[src/rtl/gpio_irq_pkg.sv]
`timescale 1ns/1ps
package gpio_irq_pkg;
  localparam int REG_ADDR_W = 5;
  localparam int FN_W = REG_ADDR_W - 1;

  // Register function: word address bits [4:1]; bit 0 picks the pin group.
  typedef enum logic [FN_W-1:0] {
    FN_STAT = 4'd2,
    FN_EN   = 4'd3,
    FN_TYPE = 4'd4,
    FN_LVL  = 4'd5,
    FN_HOLD = 4'd6,
    FN_FALL = 4'd8,
    FN_RISE = 4'd9
  } reg_fn_e;
endpackage

[src/rtl/gpio_irq_sync.sv]
`timescale 1ns/1ps
module gpio_irq_sync #(
  parameter int W      = 32,
  parameter int STAGES = 2
) (
  input  logic         clk,
  input  logic         rst,
  input  logic [W-1:0] din,
  output logic [W-1:0] cur,
  output logic [W-1:0] prv
);
  // Stages 0..STAGES-1 synchronise; stage STAGES holds the previous value.
  logic [W-1:0] stg [0:STAGES];

  always_ff @(posedge clk) begin
    if (rst) begin
      for (int k = 0; k <= STAGES; k++) stg[k] <= '0;
    end else begin
      stg[0] <= din;
      for (int k = 1; k <= STAGES; k++) stg[k] <= stg[k-1];
    end
  end

  assign cur = stg[STAGES-1];
  assign prv = stg[STAGES];
endmodule

[src/rtl/gpio_irq_regs.sv]
`timescale 1ns/1ps
module gpio_irq_regs
  import gpio_irq_pkg::*;
#(
  parameter int GROUP_W = 16,
  localparam int N = 2 * GROUP_W
) (
  input  logic                  clk,
  input  logic                  rst,
  input  logic                  wr,
  input  logic [REG_ADDR_W-1:0] addr,
  input  logic [GROUP_W-1:0]    wdata,
  input  logic [N-1:0]          stat,
  output logic [GROUP_W-1:0]    rdata,
  output logic [N-1:0]          en,
  output logic [N-1:0]          typ,
  output logic [N-1:0]          lvl,
  output logic [N-1:0]          hold,
  output logic [N-1:0]          fall_en,
  output logic [N-1:0]          rise_en,
  output logic [N-1:0]          clr
);
  logic [FN_W-1:0] fsel;
  logic            half;
  assign fsel = addr[REG_ADDR_W-1:1];
  assign half = addr[0];

  function automatic logic [GROUP_W-1:0] pick(input logic [N-1:0] v, input logic h);
    return h ? v[N-1:GROUP_W] : v[GROUP_W-1:0];
  endfunction

  function automatic logic [N-1:0] place(input logic [N-1:0] v, input logic h,
                                         input logic [GROUP_W-1:0] d);
    logic [N-1:0] r;
    r = v;
    if (h) r[N-1:GROUP_W] = d;
    else   r[GROUP_W-1:0] = d;
    return r;
  endfunction

  always_ff @(posedge clk) begin
    if (rst) begin
      en      <= '0;
      typ     <= '0;
      hold    <= '0;
      lvl     <= '1;
      fall_en <= '1;
      rise_en <= '1;
    end else if (wr) begin
      case (fsel)
        FN_EN:   en      <= place(en, half, wdata);
        FN_TYPE: typ     <= place(typ, half, wdata);
        FN_LVL:  lvl     <= place(lvl, half, wdata);
        FN_HOLD: hold    <= place(hold, half, wdata);
        FN_FALL: fall_en <= place(fall_en, half, wdata);
        FN_RISE: rise_en <= place(rise_en, half, wdata);
        default: ;
      endcase
    end
  end

  always_comb begin
    clr = '0;
    if (wr && fsel == FN_STAT) clr = place('0, half, wdata);
  end

  always_comb begin
    case (fsel)
      FN_STAT: rdata = pick(stat, half);
      FN_EN:   rdata = pick(en, half);
      FN_TYPE: rdata = pick(typ, half);
      FN_LVL:  rdata = pick(lvl, half);
      FN_HOLD: rdata = pick(hold, half);
      FN_FALL: rdata = pick(fall_en, half);
      FN_RISE: rdata = pick(rise_en, half);
      default: rdata = '0;
    endcase
  end

  // enables come out of reset cleared
  a_r1_enable_cleared: assert property (@(posedge clk) disable iff (rst)
    $past(rst) |-> (en == '0));

  // a low-group enable write lands in the low half
  a_r2_enable_write: assert property (@(posedge clk) disable iff (rst)
    (wr && fsel == FN_EN && !half) |=> (en[GROUP_W-1:0] == $past(wdata)));
endmodule

[src/rtl/gpio_irq_detect.sv]
`timescale 1ns/1ps
module gpio_irq_detect #(
  parameter int N = 32
) (
  input  logic         clk,
  input  logic         rst,
  input  logic [N-1:0] cur,
  input  logic [N-1:0] prv,
  input  logic [N-1:0] typ,
  input  logic [N-1:0] lvl,
  input  logic [N-1:0] hold,
  input  logic [N-1:0] fall_en,
  input  logic [N-1:0] rise_en,
  input  logic [N-1:0] clr,
  output logic [N-1:0] stat
);
  for (genvar i = 0; i < N; i++) begin : g_pin
    logic edge_hit;
    logic level_hit;
    logic st_q;

    assign edge_hit  = (cur[i] & ~prv[i] & rise_en[i]) | (~cur[i] & prv[i] & fall_en[i]);
    assign level_hit = lvl[i] ? cur[i] : ~cur[i];

    always_ff @(posedge clk) begin
      if (rst)          st_q <= 1'b0;
      else if (!typ[i]) st_q <= level_hit;
      else if (hold[i]) st_q <= edge_hit | (st_q & ~clr[i]);
      else              st_q <= edge_hit;
    end

    assign stat[i] = st_q;

    // active-high level pin mirrors the synchronised input one cycle later
    a_r4_level_tracks: assert property (@(posedge clk) disable iff (rst)
      (!typ[i] && lvl[i]) |=> (stat[i] == $past(cur[i])));

    // held edge status survives while not cleared
    a_r5_hold_keeps: assert property (@(posedge clk) disable iff (rst)
      (typ[i] && hold[i] && stat[i] && !clr[i]) |=> stat[i]);

    // clear with no transition empties a held bit
    a_r6_clear_wins: assert property (@(posedge clk) disable iff (rst)
      (typ[i] && hold[i] && clr[i] && (cur[i] == prv[i])) |=> !stat[i]);

    // through mode drops when no transition is seen
    a_r7_through_drops: assert property (@(posedge clk) disable iff (rst)
      (typ[i] && !hold[i] && (cur[i] == prv[i])) |=> !stat[i]);
  end
endmodule

[src/rtl/gpio_irq_encoder.sv]
`timescale 1ns/1ps
module gpio_irq_encoder #(
  parameter int GROUP_W = 16,
  localparam int N    = 2 * GROUP_W,
  localparam int ID_W = $clog2(N)
) (
  input  logic            clk,
  input  logic            rst,
  input  logic [N-1:0]    stat,
  input  logic [N-1:0]    en,
  output logic            req,
  output logic [ID_W-1:0] id,
  output logic            spurious
);
  logic [GROUP_W-1:0] act_lo, act_hi;
  logic [N-1:0]       act_all, below;

  assign act_all = stat & en;
  assign act_lo  = act_all[GROUP_W-1:0];
  assign act_hi  = act_all[N-1:GROUP_W];

  always_comb begin
    id = '0;
    if (act_lo == '0) begin
      for (int k = GROUP_W - 1; k >= 0; k--)
        if (act_hi[k]) id = ID_W'(k + GROUP_W);
    end else begin
      for (int k = GROUP_W - 1; k >= 0; k--)
        if (act_lo[k]) id = ID_W'(k);
    end
  end

  assign req      = |act_all;
  assign spurious = ~req;
  assign below    = (N'(1) << id) - N'(1);

  // reported pin is active and nothing of higher priority is active
  a_r10_priority: assert property (@(posedge clk) disable iff (rst)
    req |-> (act_all[id] && ((act_all & below) == '0)));

  // spurious means no enabled pending pin and a zero number
  a_r11_spurious_empty: assert property (@(posedge clk) disable iff (rst)
    spurious |-> ((stat & en) == '0 && id == '0));

  // a request is never raised from disabled bits alone
  a_r9_req_needs_enable: assert property (@(posedge clk) disable iff (rst)
    (en == '0) |-> !req);
endmodule

[src/rtl/gpio_irq_unit.sv]
`timescale 1ns/1ps
module gpio_irq_unit
  import gpio_irq_pkg::*;
#(
  parameter int GROUP_W     = 16,
  parameter int SYNC_STAGES = 2,
  localparam int N    = 2 * GROUP_W,
  localparam int ID_W = $clog2(N)
) (
  input  logic                  clk,
  input  logic                  rst,
  input  logic [N-1:0]          pins_in,
  input  logic                  reg_wr,
  input  logic [REG_ADDR_W-1:0] reg_addr,
  input  logic [GROUP_W-1:0]    reg_wdata,
  output logic [GROUP_W-1:0]    reg_rdata,
  output logic                  irq_req,
  output logic [ID_W-1:0]       irq_id,
  output logic                  irq_spurious
);
  logic [N-1:0] cur, prv, stat, en, typ, lvl, hold, fall_en, rise_en, clr;

  gpio_irq_sync #(.W(N), .STAGES(SYNC_STAGES)) u_sync (
    .clk(clk), .rst(rst), .din(pins_in), .cur(cur), .prv(prv)
  );

  gpio_irq_regs #(.GROUP_W(GROUP_W)) u_regs (
    .clk(clk), .rst(rst), .wr(reg_wr), .addr(reg_addr), .wdata(reg_wdata),
    .stat(stat), .rdata(reg_rdata), .en(en), .typ(typ), .lvl(lvl),
    .hold(hold), .fall_en(fall_en), .rise_en(rise_en), .clr(clr)
  );

  gpio_irq_detect #(.N(N)) u_detect (
    .clk(clk), .rst(rst), .cur(cur), .prv(prv), .typ(typ), .lvl(lvl),
    .hold(hold), .fall_en(fall_en), .rise_en(rise_en), .clr(clr), .stat(stat)
  );

  gpio_irq_encoder #(.GROUP_W(GROUP_W)) u_enc (
    .clk(clk), .rst(rst), .stat(stat), .en(en),
    .req(irq_req), .id(irq_id), .spurious(irq_spurious)
  );
endmodule

[config.mk]
export PLATFORM = sky130hd
export DESIGN_NAME = gpio_irq_unit
export DESIGN_NICKNAME = d
export VERILOG_FILES = /design/src/rtl/gpio_irq_pkg.sv /design/src/rtl/gpio_irq_sync.sv /design/src/rtl/gpio_irq_regs.sv /design/src/rtl/gpio_irq_detect.sv /design/src/rtl/gpio_irq_encoder.sv /design/src/rtl/gpio_irq_unit.sv
export SDC_FILE = /design/constraint.sdc
export NUM_CORES = 1
export LEC_CHECK = 0
export BUFFER_PORTS_ARGS = -buffer_cell sky130_fd_sc_hd__buf_2
export CAP_MARGIN = 10
export CORE_MARGIN = 5
export CORE_UTILIZATION = 40
export CTS_CLUSTER_SIZE = 16
export DETAILED_ROUTE_END_ITERATION = 6
export HOLD_SLACK_MARGIN = 0.1
export PLACE_DENSITY = 0.57
export SYNTH_ARGS = -nofsm -noshare
export SYNTH_HDL_FRONTEND = slang
export SYNTH_HIERARCHICAL = 1
export SYNTH_SLANG_ARGS = --single-unit
[constraint.sdc]
create_clock -name clk -period 4.9 [get_ports clk]
set_input_delay 1.47 -clock clk [delete_from_list [all_inputs] [get_ports clk]]
set_output_delay 1.47 -clock clk [all_outputs]
set_load 0.01 [all_outputs]
Word-level counts from Yosys, hierarchy flattened
Memories as Yosys holds them, arrays and structs flattened.
Cells that the tools add are included.
{"block": "word_totals", "out_inout_bits": 23, "ramBits": 96, "regBits": 224, "inputBits": 56, "rom_bits": 0, "latchBits": 0, "elab_cells": 539, "mem_count": 1}
{"block": "classes", "div": 0, "order_cmp": 0, "shift": 0, "bitwise": 326, "reduce_logical": 15, "muxes": 146, "n_mul": 0, "add_sub_neg": 0, "n_eq_ne": 7}
{"memory": "u_sync.stg", "words": 3, "word_bits": 32, "read_ports": 3, "rd_ports_with_merged_regs": 0, "wr": 3, "line": "gpio_irq_sync.sv:13", "rtl": "logic [W-1:0] stg [0:STAGES];"}
{"op": "1-bit bitwise AND", "n": 160}
{"op": "16-bit two-way mux", "n": 9}
{"op": "32-bit two-way mux", "n": 4}
{"op": "16-bit one-hot mux with 7 select lines", "n": 1}
{"op": "1-bit two-way mux", "n": 99}
{"op": "1-bit inverter", "n": 98}
{"op": "5-bit two-way mux", "n": 17}
{"op": "1-bit bitwise OR", "n": 67}
{"op": "4-bit two-way mux", "n": 16}
{"op": "3-bit AND reduction", "n": 12}
{"op": "32-bit bitwise AND", "n": 1}
{"op": "32-bit OR reduction", "n": 1}
{"op": "16-bit zero test", "n": 1}
{"op": "4-bit by 3-bit == test with 1-bit output, second input constant", "n": 3}
{"op": "4-bit by 2-bit == test with 1-bit output, second input constant", "n": 2}
{"op": "4-bit == test, second input constant", "n": 2}
{"op": "1-bit logical AND", "n": 1}

Logic depth before layout (Yosys ltp)
Gate-level depths: netlist of run 1.
{"block": "logic_depth", "ltp_word": 18, "ltp_mapped": 9, "ltp_nobuf": 6}

Modules after synthesis
The synthesis of run 1 kept the hierarchy.
{"mod": "gpio_irq_regs", "cells_per_inst": 1058, "seq_area_each_um2": 3843.7, "instances": 1, "area_each_um2": 9450.3}
{"mod": "gpio_irq_sync", "cells_per_inst": 266, "seq_area_each_um2": 1921.8, "instances": 1, "area_each_um2": 3080.5}
{"mod": "gpio_irq_detect", "cells_per_inst": 291, "seq_area_each_um2": 640.6, "instances": 1, "area_each_um2": 2577.5}
{"mod": "gpio_irq_encoder", "cells_per_inst": 85, "seq_area_each_um2": 0.0, "instances": 1, "area_each_um2": 541.8}

Worst setup path before layout of run 1
OpenSTA, ideal clock, no wires.
{"block": "synth_timing", "kind": "input port to output port", "startpoint": "in reg_addr[0]", "endpoint": "out reg_rdata[3]", "stages": 5, "slack_ns": 0.493, "required_ns": 3.430, "t_arrival_ns": 2.937, "n_path_buf": 2, "path_cell_list": "buf_2 > buf_1 > mux2i_1 > o22ai_1 > or4_1"}
{"block": "synth_between", "elab_chain_len": 2, "word_cells_on_any_way": 8, "cone_classes": "8 x mux"}
{"item": "start: declaration", "line": "gpio_irq_unit.sv:14", "rtl": "input logic [REG_ADDR_W-1:0] reg_addr,"}
{"item": "16-bit two-way mux", "line": "gpio_irq_regs.sv:29", "rtl": "return h ? v[N-1:GROUP_W] : v[GROUP_W-1:0];"}
{"item": "16-bit one-hot mux with 7 select lines (*)", "line": "gpio_irq_regs.sv:68", "rtl": "case (fsel)"}
{"item": "end: declaration", "line": "gpio_irq_unit.sv:16", "rtl": "output logic [GROUP_W-1:0] reg_rdata,"}
Every way passes the cells marked *; elsewhere a longest branch is shown, timed or not.

Final worst setup path of run 1
{"block": "layout_timing", "startpoint": "in reg_addr[0]", "endpoint": "out reg_rdata[5]"}
Same word-level chain as after synthesis.

==> results.txt, run 1 <==
The via count of the first global-routing pass came out at 12106. For this run, the number of standard cells in the final layout without fillers is about 2200. Of all nets on the critical path, the largest fanout is 35. In this run the worst setup path terminates at reg_rdata[5]. The final critical path time including I/O delays and setup is between 4000 and 5000 ps. The via-per-instance ratio came out at between 5 and 6.

The DRC violation total after the first TritonRoute iteration is 1349. The global-route congestion overflow total came out at 0. The detailed-route DRC error count came out at 0. The congestion estimate from routability-driven global placement came to between 0.8 and 0.9.

The number of endpoints with negative hold slack in the final report is 0. The max-slew violation count came to 0. For the pin with the worst max-slew slack, the measured transition is between 700 and 800 ps. The post-cts gate resize count is 0. The final instance area came out at about 17000 sq um.

The maximum root-to-sink buffer count is 3. The part of the total power dissipated in the clock network came out at 0.475. The worst slew margin relative to its limit came out at 0.490. The worst reg-to-reg path cell count is 3. The synthesized netlist occupies a cell area of approximately 16000 sq um. The worst register-to-register path begins at u_sync/stg[0][46].

The net switching power figure is roughly 1500 uW. Dividing the synthesized area by the synthesized cell count gives approximately 9.2 sq um. The relative contribution of sequential cells to total power came out at 0.457. The wire length of the first global-routing pass is roughly 77000 um. The initial utilization of the core area, before any placement, comes to 0.405. The run finished with clean final reports. The horizontal extent of the die is roughly 210 um.

The pin count of the biggest net entering global routing came out at approximately 120. The HPWL after detailed placement is roughly 31000 um. Of the cells placed in the final design, the portion with a size suffix greater than 1 is 0.128. The startpoint identified for the worst hold timing path is u_sync/stg[0][17]. The average wire per standard cell is roughly 24 um. For this block, the via count after detailed routing is around 13000. The leakage power summed over all cells came out at about 0.0068 uW. The initialized floorplan defines 72 standard-cell rows. The count of endpoints failing setup in the final report came out at 0.

The number of clock buffers inserted by TritonCTS came out at 37. In this run the clock root is driven by a clkbuf_16. The vertical die dimension is about 210 um. Buffers placed on the I/O ports in this run total just under 80. For this run, the leading register cell type out of synthesis is dfxtp_1. After clock tree synthesis, the setup repair step added 0 buffers.

The power per unit of standard cell area is 349 nW/um^2. The endpoint required time on the critical path is between 3000 and 4000 ps. Before antenna repair, the detailed router went through 5 iterations. The antenna violation net count after detailed routing came out at 0.

The filler cells instantiated in the layout total 3723. Of the synthesized area, sequential elements account for 0.409. In this run the count of I/O pins placed on the die edge is 79.

The placement-stage cell area is roughly 16000 sq um. The switching power share of the total is 0.244. The clock-pin slew on the worst setup and hold paths is around 60 ps. The accumulated negative setup slack came out at 0 ps.

The core outline area is 38600 sq um. At the later pin of the worst-skew pair, clock insertion delay measures 530 ps. The synthesis-to-layout area growth came out at 8.63%. Once placement completed, the tool counted placed cells totaling between 2000 and 2500. The most critical setup path has its startpoint at reg_addr[0]. The critical path start-end classification is input pin to output pin. The internal cell power came out at 4490 uW. The final clock skew came out at 8.10 ps. The synthesized design contains 0 enable-type register cells. VDD sags by at most ~0.00021 V. The number of storage elements in the synthesis netlist is 320. The worst register-to-register path ends at u_detect/g_pin[14].st_q. The share of total power dissipated in combinational logic is 0.068.

The level count of the clock H-tree is 2. In the synthesized netlist the async set-or-reset flop fraction comes to 0. Synthesis produced 1700 cells. The post-synthesis net count came out at 1756. For this design, the sink count on the clock tree is 320.

Setup repair after global routing left no endpoint under its margin. Setup slack on the worst reg-to-reg path comes out at approximately 3800 ps. The worst hold path belongs to the class register to register. Dividing the final minimum period by the clock period gives 0.975.

The data arrival at the endpoint of the critical path is 3310 ps. TritonCTS built the clock tree. The top achievable clock speed is 209 MHz.

The overall routing resource usage is 0.225. The synthesis warning total is 6. The area enclosed by the die boundary is ~43000 sq um. The tool flagged a number of max-cap violations equal to 0. In this run, distinct cell masters in the synthesized netlist total 54. The final layout net count came out at about 1700. The endpoint kind of the worst setup timing path is an output pin.

STA classifies the critical path startpoint as an input pin. The total routed wirelength is just over 50000 um. The hold buffer count at CTS came out at 0. The number of antenna violations at the first check in global routing came out at 6.
power groups by stage:
stage / combinational (uW) / clock [uW] / sequential, uW
finish: 406 / 2820 / 2710
detailed placement: 400 / 0 / 2770
CTS: 400 / 2860 / 2710
global route: 429 / 2950 / 2720
global placement: 394 / 0 / 2770
floorplan: 306 / 0 / 2740
flip-flops by register name, indices dropped and copies added (netlist names):
register,count
u_detect/g_pin.st_q,32
u_regs/en,32
u_regs/fall_en,32
u_regs/hold,32
u_regs/lvl,32
u_regs/rise_en,32
u_regs/typ,32
u_sync/stg,96
kinds of logic after synthesis:
kind of cell,synth area share
simple gates,0.228
buf+inv,0.0949
mux,0.0716
xor+xnor,0.0179
compound gates,0.178
flops,0.409
how the worst min path moves through the flow:
stage                         to  slack [ps]  cells past startpoint
4_1_cts        u_sync/stg[0][52]         440                      1
6_report       u_sync/stg[0][49]         430                      1
5_1_grt        u_sync/stg[0][38]         450                      1
2_1_floorplan  u_sync/stg[0][32]         410                      1
3_5_place_dp   u_sync/stg[0][52]         420                      1
3_3_place_gp   u_sync/stg[0][54]         420                      1
placed cells by master (no fill, tap or decap), types with 7 or more instances in the layout:
cell type | synthesis | layout
a21oi_1 | 100 | 100
and3b_1 | 64 | 64
o21ai_1 | 40 | 40
buf_2 | 39 | 76
xnor2_1 | 32 | 32
dfxtp_1 | 320 | 320
buf_4 | 103 | 36
clkbuf_16 | 0 | 37
mux2i_1 | 112 | 112
clkbuf_8 | 0 | 12
o21ai_0 | 92 | 92
buf_12 | 0 | 10
a31oi_1 | 36 | 36
and2_1 | 35 | 34
nand4b_1 | 32 | 32
a22oi_1 | 8 | 8
nor2b_1 | 97 | 96
nand3_1 | 98 | 98
or4_1 | 16 | 16
a211o_1 | 96 | 96
nand2b_1 | 34 | 34
o22ai_1 | 48 | 48
nand2_1 | 31 | 30
and3_1 | 96 | 96
nor2_1 | 19 | 19
a22o_1 | 7 | 7
critical path, cell delays in order:
cell and delay [ps]:
buf_6 410, buf_4 270, mux2i_1 230, o22ai_1 90, or4_1 620, buf_2 200
metrics by stage:
step / hold WS [ps] / setup slack, ps / power, uW / util
2_1_floorplan: 414 / 493 / 3040 / -
3_3_place_gp: 419 / 181 / 3160 / 0.408
3_5_place_dp: 421 / 152 / 3170 / 0.408
5_1_grt: 454 / 72.2 / 6090 / 0.440
6_report: 432 / 121 / 5940 / 0.440
4_1_cts: 435 / 149 / 5970 / 0.440
area by class of cell:
class,count,area (sq um),share of cell area
Antenna cell,1,2.50,0.000147
Clock buffer,54,1110,0.0653
Clock inverter,13,134,0.00787
Inverter,1,3.75,0.000221
Multi-Input combinational cell,1133,7820,0.460
Sequential cell,320,6410,0.377
Tap cell,518,648,0.0381
Timing Repair Buffer,124,877,0.0516
layer usage:
layer	vias up	track usage	share of wire
met3	122	0.0410	0.080
met5	-	0	0.00097
met2	555	0.346	0.44
met1	6250	0.319	0.45
met4	8	0.0752	0.030
li1	5929	-	-
synthesized netlist by cell type (19+ instances only):
library cell | n | area [sq um]
dfxtp_1 | 320 | 6410
mux2i_1 | 112 | 1120
buf_4 | 103 | 773
a21oi_1 | 100 | 500
nand3_1 | 98 | 490
nor2b_1 | 97 | 607
a211o_1 | 96 | 841
and3_1 | 96 | 601
o21ai_0 | 92 | 460
clkbuf_1 | 84 | 315
and3b_1 | 64 | 561
o22ai_1 | 48 | 300
o21ai_1 | 40 | 200
buf_2 | 39 | 195
a31oi_1 | 36 | 225
and2_1 | 35 | 219
nand2b_1 | 34 | 213
nand4b_1 | 32 | 280
xnor2_1 | 32 | 280
nand2_1 | 31 | 116
nor2_1 | 19 | 71.3
No activity file was read; power rests on OpenSTA's default activity.
==> run 2: changes to the inputs <==
- ABC_AREA: not set -> 1
==> results.txt, run 2 <==
The horizontal extent of the die is 212 um (+2.2%). The area enclosed by the die boundary came to 45100 sq um (+4.4%). The worst reg-to-reg path cell count came out at 5 (+2). The average wire per standard cell came out at 17.5 um (-26%). The checks that failed: design-rule violations.

The maximum root-to-sink buffer count is 3 (unchanged). The reg-to-reg startpoint is u_sync/stg[0][44]. The top cell type's share of synthesized area is 0.391 (-0.0183). The max-cap check violation count came to 0 (unchanged). The critical path start-end classification is input pin to output pin. In this run the worst hold path is classified as register to register.

The actual transition at the worst max-transition pin was 1140 ps (+378 ps). The max-slew violation count came to 0 (unchanged). The cell count after synthesis came out at 2672 (+57%). Setup repair after global routing left no endpoint under its margin.

The via-per-instance ratio is 4.93 (-17%). The pin count of the biggest net entering global routing was 97 (-20%). The area taken by flip-flops and latches came out at 6410 sq um (unchanged). In the layout the commonest cells are nand2_1 (1112), inv_1 (343), dfxtp_1 (320). The level count of the clock H-tree came to 2 (unchanged). The number of antenna violations at the first check in global routing is 4 (-2). The final layout net count came out at 2656 (+59%). The count of antenna diodes in the layout was 0 (-1). The total routed wirelength is 55300 um (+7.4%).

The overall routing resource usage is 0.240 (+0.0157). The number of distinct standard cells referenced by the synthesized netlist came out at 28 (-48%). The detailed-route DRC error count came out at 9 (+9). The worst slack at placement came out at 361 ps (+209 ps). The via count of the routed design is 15566 (+21%). The worst setup slack for register-to-register paths was 3930 ps (+150 ps).

The number of enable-type register cells in the synthesized netlist came to 0 (unchanged). The clock insertion delay at the later pin of the skew report is 540 ps (about the same). The setup slack after layout came out at 328 ps (+207 ps). The number of top-level pins came out at 79 (unchanged). By area the synthesized netlist is led by dfxtp_1 (39%), nand2_1 (25%), inv_1 (7.9%), nand3_1 (7.9%), nor2_1 (6.1%). STA classifies the critical path endpoint as an output pin.

The number of sinks driven by the clock tree is 320 (unchanged). Leaving out fill and tap cells, the most frequent cell in the layout is nand2_1. The post-synthesis net count came out at 2728 (+55%).

The share of the yosys chip area belonging to registers came to 0.391 (-0.0183). Counting instances in the post-synthesis netlist gives the leading cell types as nand2_1 (1112), inv_1 (343), dfxtp_1 (320), nor2_1 (267), nand3_1 (257). The mean area per synthesized cell was 6.13 sq um (-33%). The multi-input combinational cell area is 7350 sq um (-6.0%).

The number of buffers added on ports came out at 78 (unchanged). The worst hold path terminates at u_sync/stg[0][47]. The antenna violation net count after detailed routing is 0 (unchanged).

The startpoint type of the worst setup path is an input pin. The endpoint required time on the critical path is 3430 ps (about the same). The initial cell density of the core is 0.403 (-0.00194).

The number of inserted filler cells in the final layout came out at 4330 (+16%). The run finished, with violations left. The final weighted congestion in routability-driven placement is 0.915 (+7.2%). The top achievable clock speed is 219 MHz (+4.5%). The accumulated negative setup slack came to 0 ps (unchanged). The core outline area was 40600 sq um (+5.2%). The power per unit of standard cell area came out at 341 nW/um^2 (-2.5%).

The row count is 74 (+2.8%). The placement-stage cell area is 16400 sq um (+4.0%). The number of storage elements in the synthesis netlist came out at 320 (unchanged). The final critical path time including I/O delays and setup is 4570 ps (-207 ps).

The hold path startpoint is u_sync/stg[0][15]. The vertical die dimension is 212 um (+2.2%). The data arrival at the endpoint of the critical path came out at 3100 ps (-210 ps). The HPWL after detailed placement is 36100 um (+15%). The number of flip-flops under the largest register name was 96 (unchanged).

The final clock skew is 17.5 ps (+9.44 ps). The area of the mapped netlist is 16400 sq um (+4.7%). The main flop type after synthesis is dfxtp_1. CTS placed an instance of clkbuf_16 at the clock tree root. The number of endpoints with negative hold slack in the final report came out at 0 (unchanged). The maximum vdd ir drop came out at 0.000196 V (-4.6%). The number of search-and-repair iterations in the first detailed-routing pass was 7 (+2).

The leading cell type by number of instances after synthesis is nand2_1. The worst slew margin relative to its limit is 0.238 (-0.252). The synthesis-to-layout area growth is 7.62%. The fraction of final layout cells with drive strength greater than 1 is 0.0811 (-0.0466).

The number of cells on the worst hold path came out at 2 (+1). The final instance area came out at 17600 sq um (+3.7%). Summed over all instances, the cell type with the most area after synthesis is dfxtp_1. The post-route fraction of the period consumed by the critical path was 0.933 (-0.0422). The global-route congestion overflow total is 0 (unchanged). The largest register by flop count is u_sync/stg. The count of endpoints failing setup in the final report is 0 (unchanged).

The post-cts gate resize count came out at 0 (unchanged). The DRC violation total after the first TritonRoute iteration came out at 1952 (+45%). The async set or reset register ratio after synthesis was 0 (unchanged). The leakage power summed over all cells is 0.00887 uW (+30%). The endpoint identified for the worst register-to-register timing path is u_detect/g_pin[12].st_q. The maximum fanout along the worst path was 18 (-49%). The TritonCTS clock tree is yes. The number of clock buffers inserted by TritonCTS is 37 (unchanged). The wire length of the first global-routing pass came to 84400 um (+10%). The hold buffer count at CTS was 0 (unchanged). The via count of the first global-routing pass is 14147 (+17%).

The synthesis warning total is 6 (unchanged). The post-CTS setup buffer count is 0 (unchanged). The clock-pin slew on the worst setup and hold paths was 60 ps (about the same).
## run 2: cell types whose count changed after synthesis, sizes merged, moves of 48 or more
cell	previous run	this run
inv	1	357
and3b	64	0
nand3	98	258
mux2i	112	0
nand2	33	1129
a21oi	100	50
nor2b	98	0
o22ai	48	0
a211o	96	0
and3	96	0
o21ai	132	18
nor2	21	286
## run 2: through the flow
stage	cells	hold slack [ps]	total power (uW)	util
2_1_floorplan	2672	388	3080	-
3_3_place_gp	3093	396	3200	0.403
3_5_place_dp	3093	392	3210	0.403
4_1_cts	3159	399	6050	0.434
5_1_grt	3159	413	6210	0.434
6_report	3159	400	6000	0.434
## run 2: how the worst max path moves through the flow
stage,end,depth (start not counted),from,slack (ps)
floorplan,reg_rdata[4],8,reg_addr[1],1040
global placement,reg_rdata[15],9,reg_addr[3],370
detailed placement,reg_rdata[15],9,reg_addr[2],360
CTS,reg_rdata[15],9,reg_addr[2],360
global route,reg_rdata[15],9,reg_addr[2],270
finish,reg_rdata[15],9,reg_addr[2],330
## run 2: layer usage
layer  wire, um  track usage  part of all wire  up-vias
met1      25200        0.360              0.46     6934
met4       1640       0.0739             0.030        8
met2      22600        0.346              0.41      767
li1           -            -                 -     7745
met5         29            0           0.00052        -
met3       5840       0.0508              0.11      112
## run 2: where the power goes
part | total [uW] | internal, uW | switching (uW) | leakage [uW]
Combinational | 439 | 120 | 319 | 0.00564
Sequential | 2720 | 2660 | 57.5 | 0.00260
Clock | 2840 | 1730 | 1120 | 0.000616
## run 2: cell type report
type,count,share of cell area
Clock inverter,6,0.00476
Clock buffer,60,0.0661
Multi-Input combinational cell,1781,0.417
Tap cell,532,0.0378
Timing Repair Buffer,102,0.0350
Inverter,358,0.0762
Sequential cell,320,0.363
## run 2: logic make-up after synthesis
kind of cell	share of synthesized area
AOI/OAI and AO/OA	0.0235
buffers and inverters	0.161
DFF	0.391
and+or+nand+nor	0.425
## run 2: worst max-delay path: stages
cell and delay, ps:
buf_2 120, inv_1 70, nand2_1 130, nor2_4 700, nand2_1 110, nand2_1 160
nor2_1 80, nand2_1 100, buf_2 150
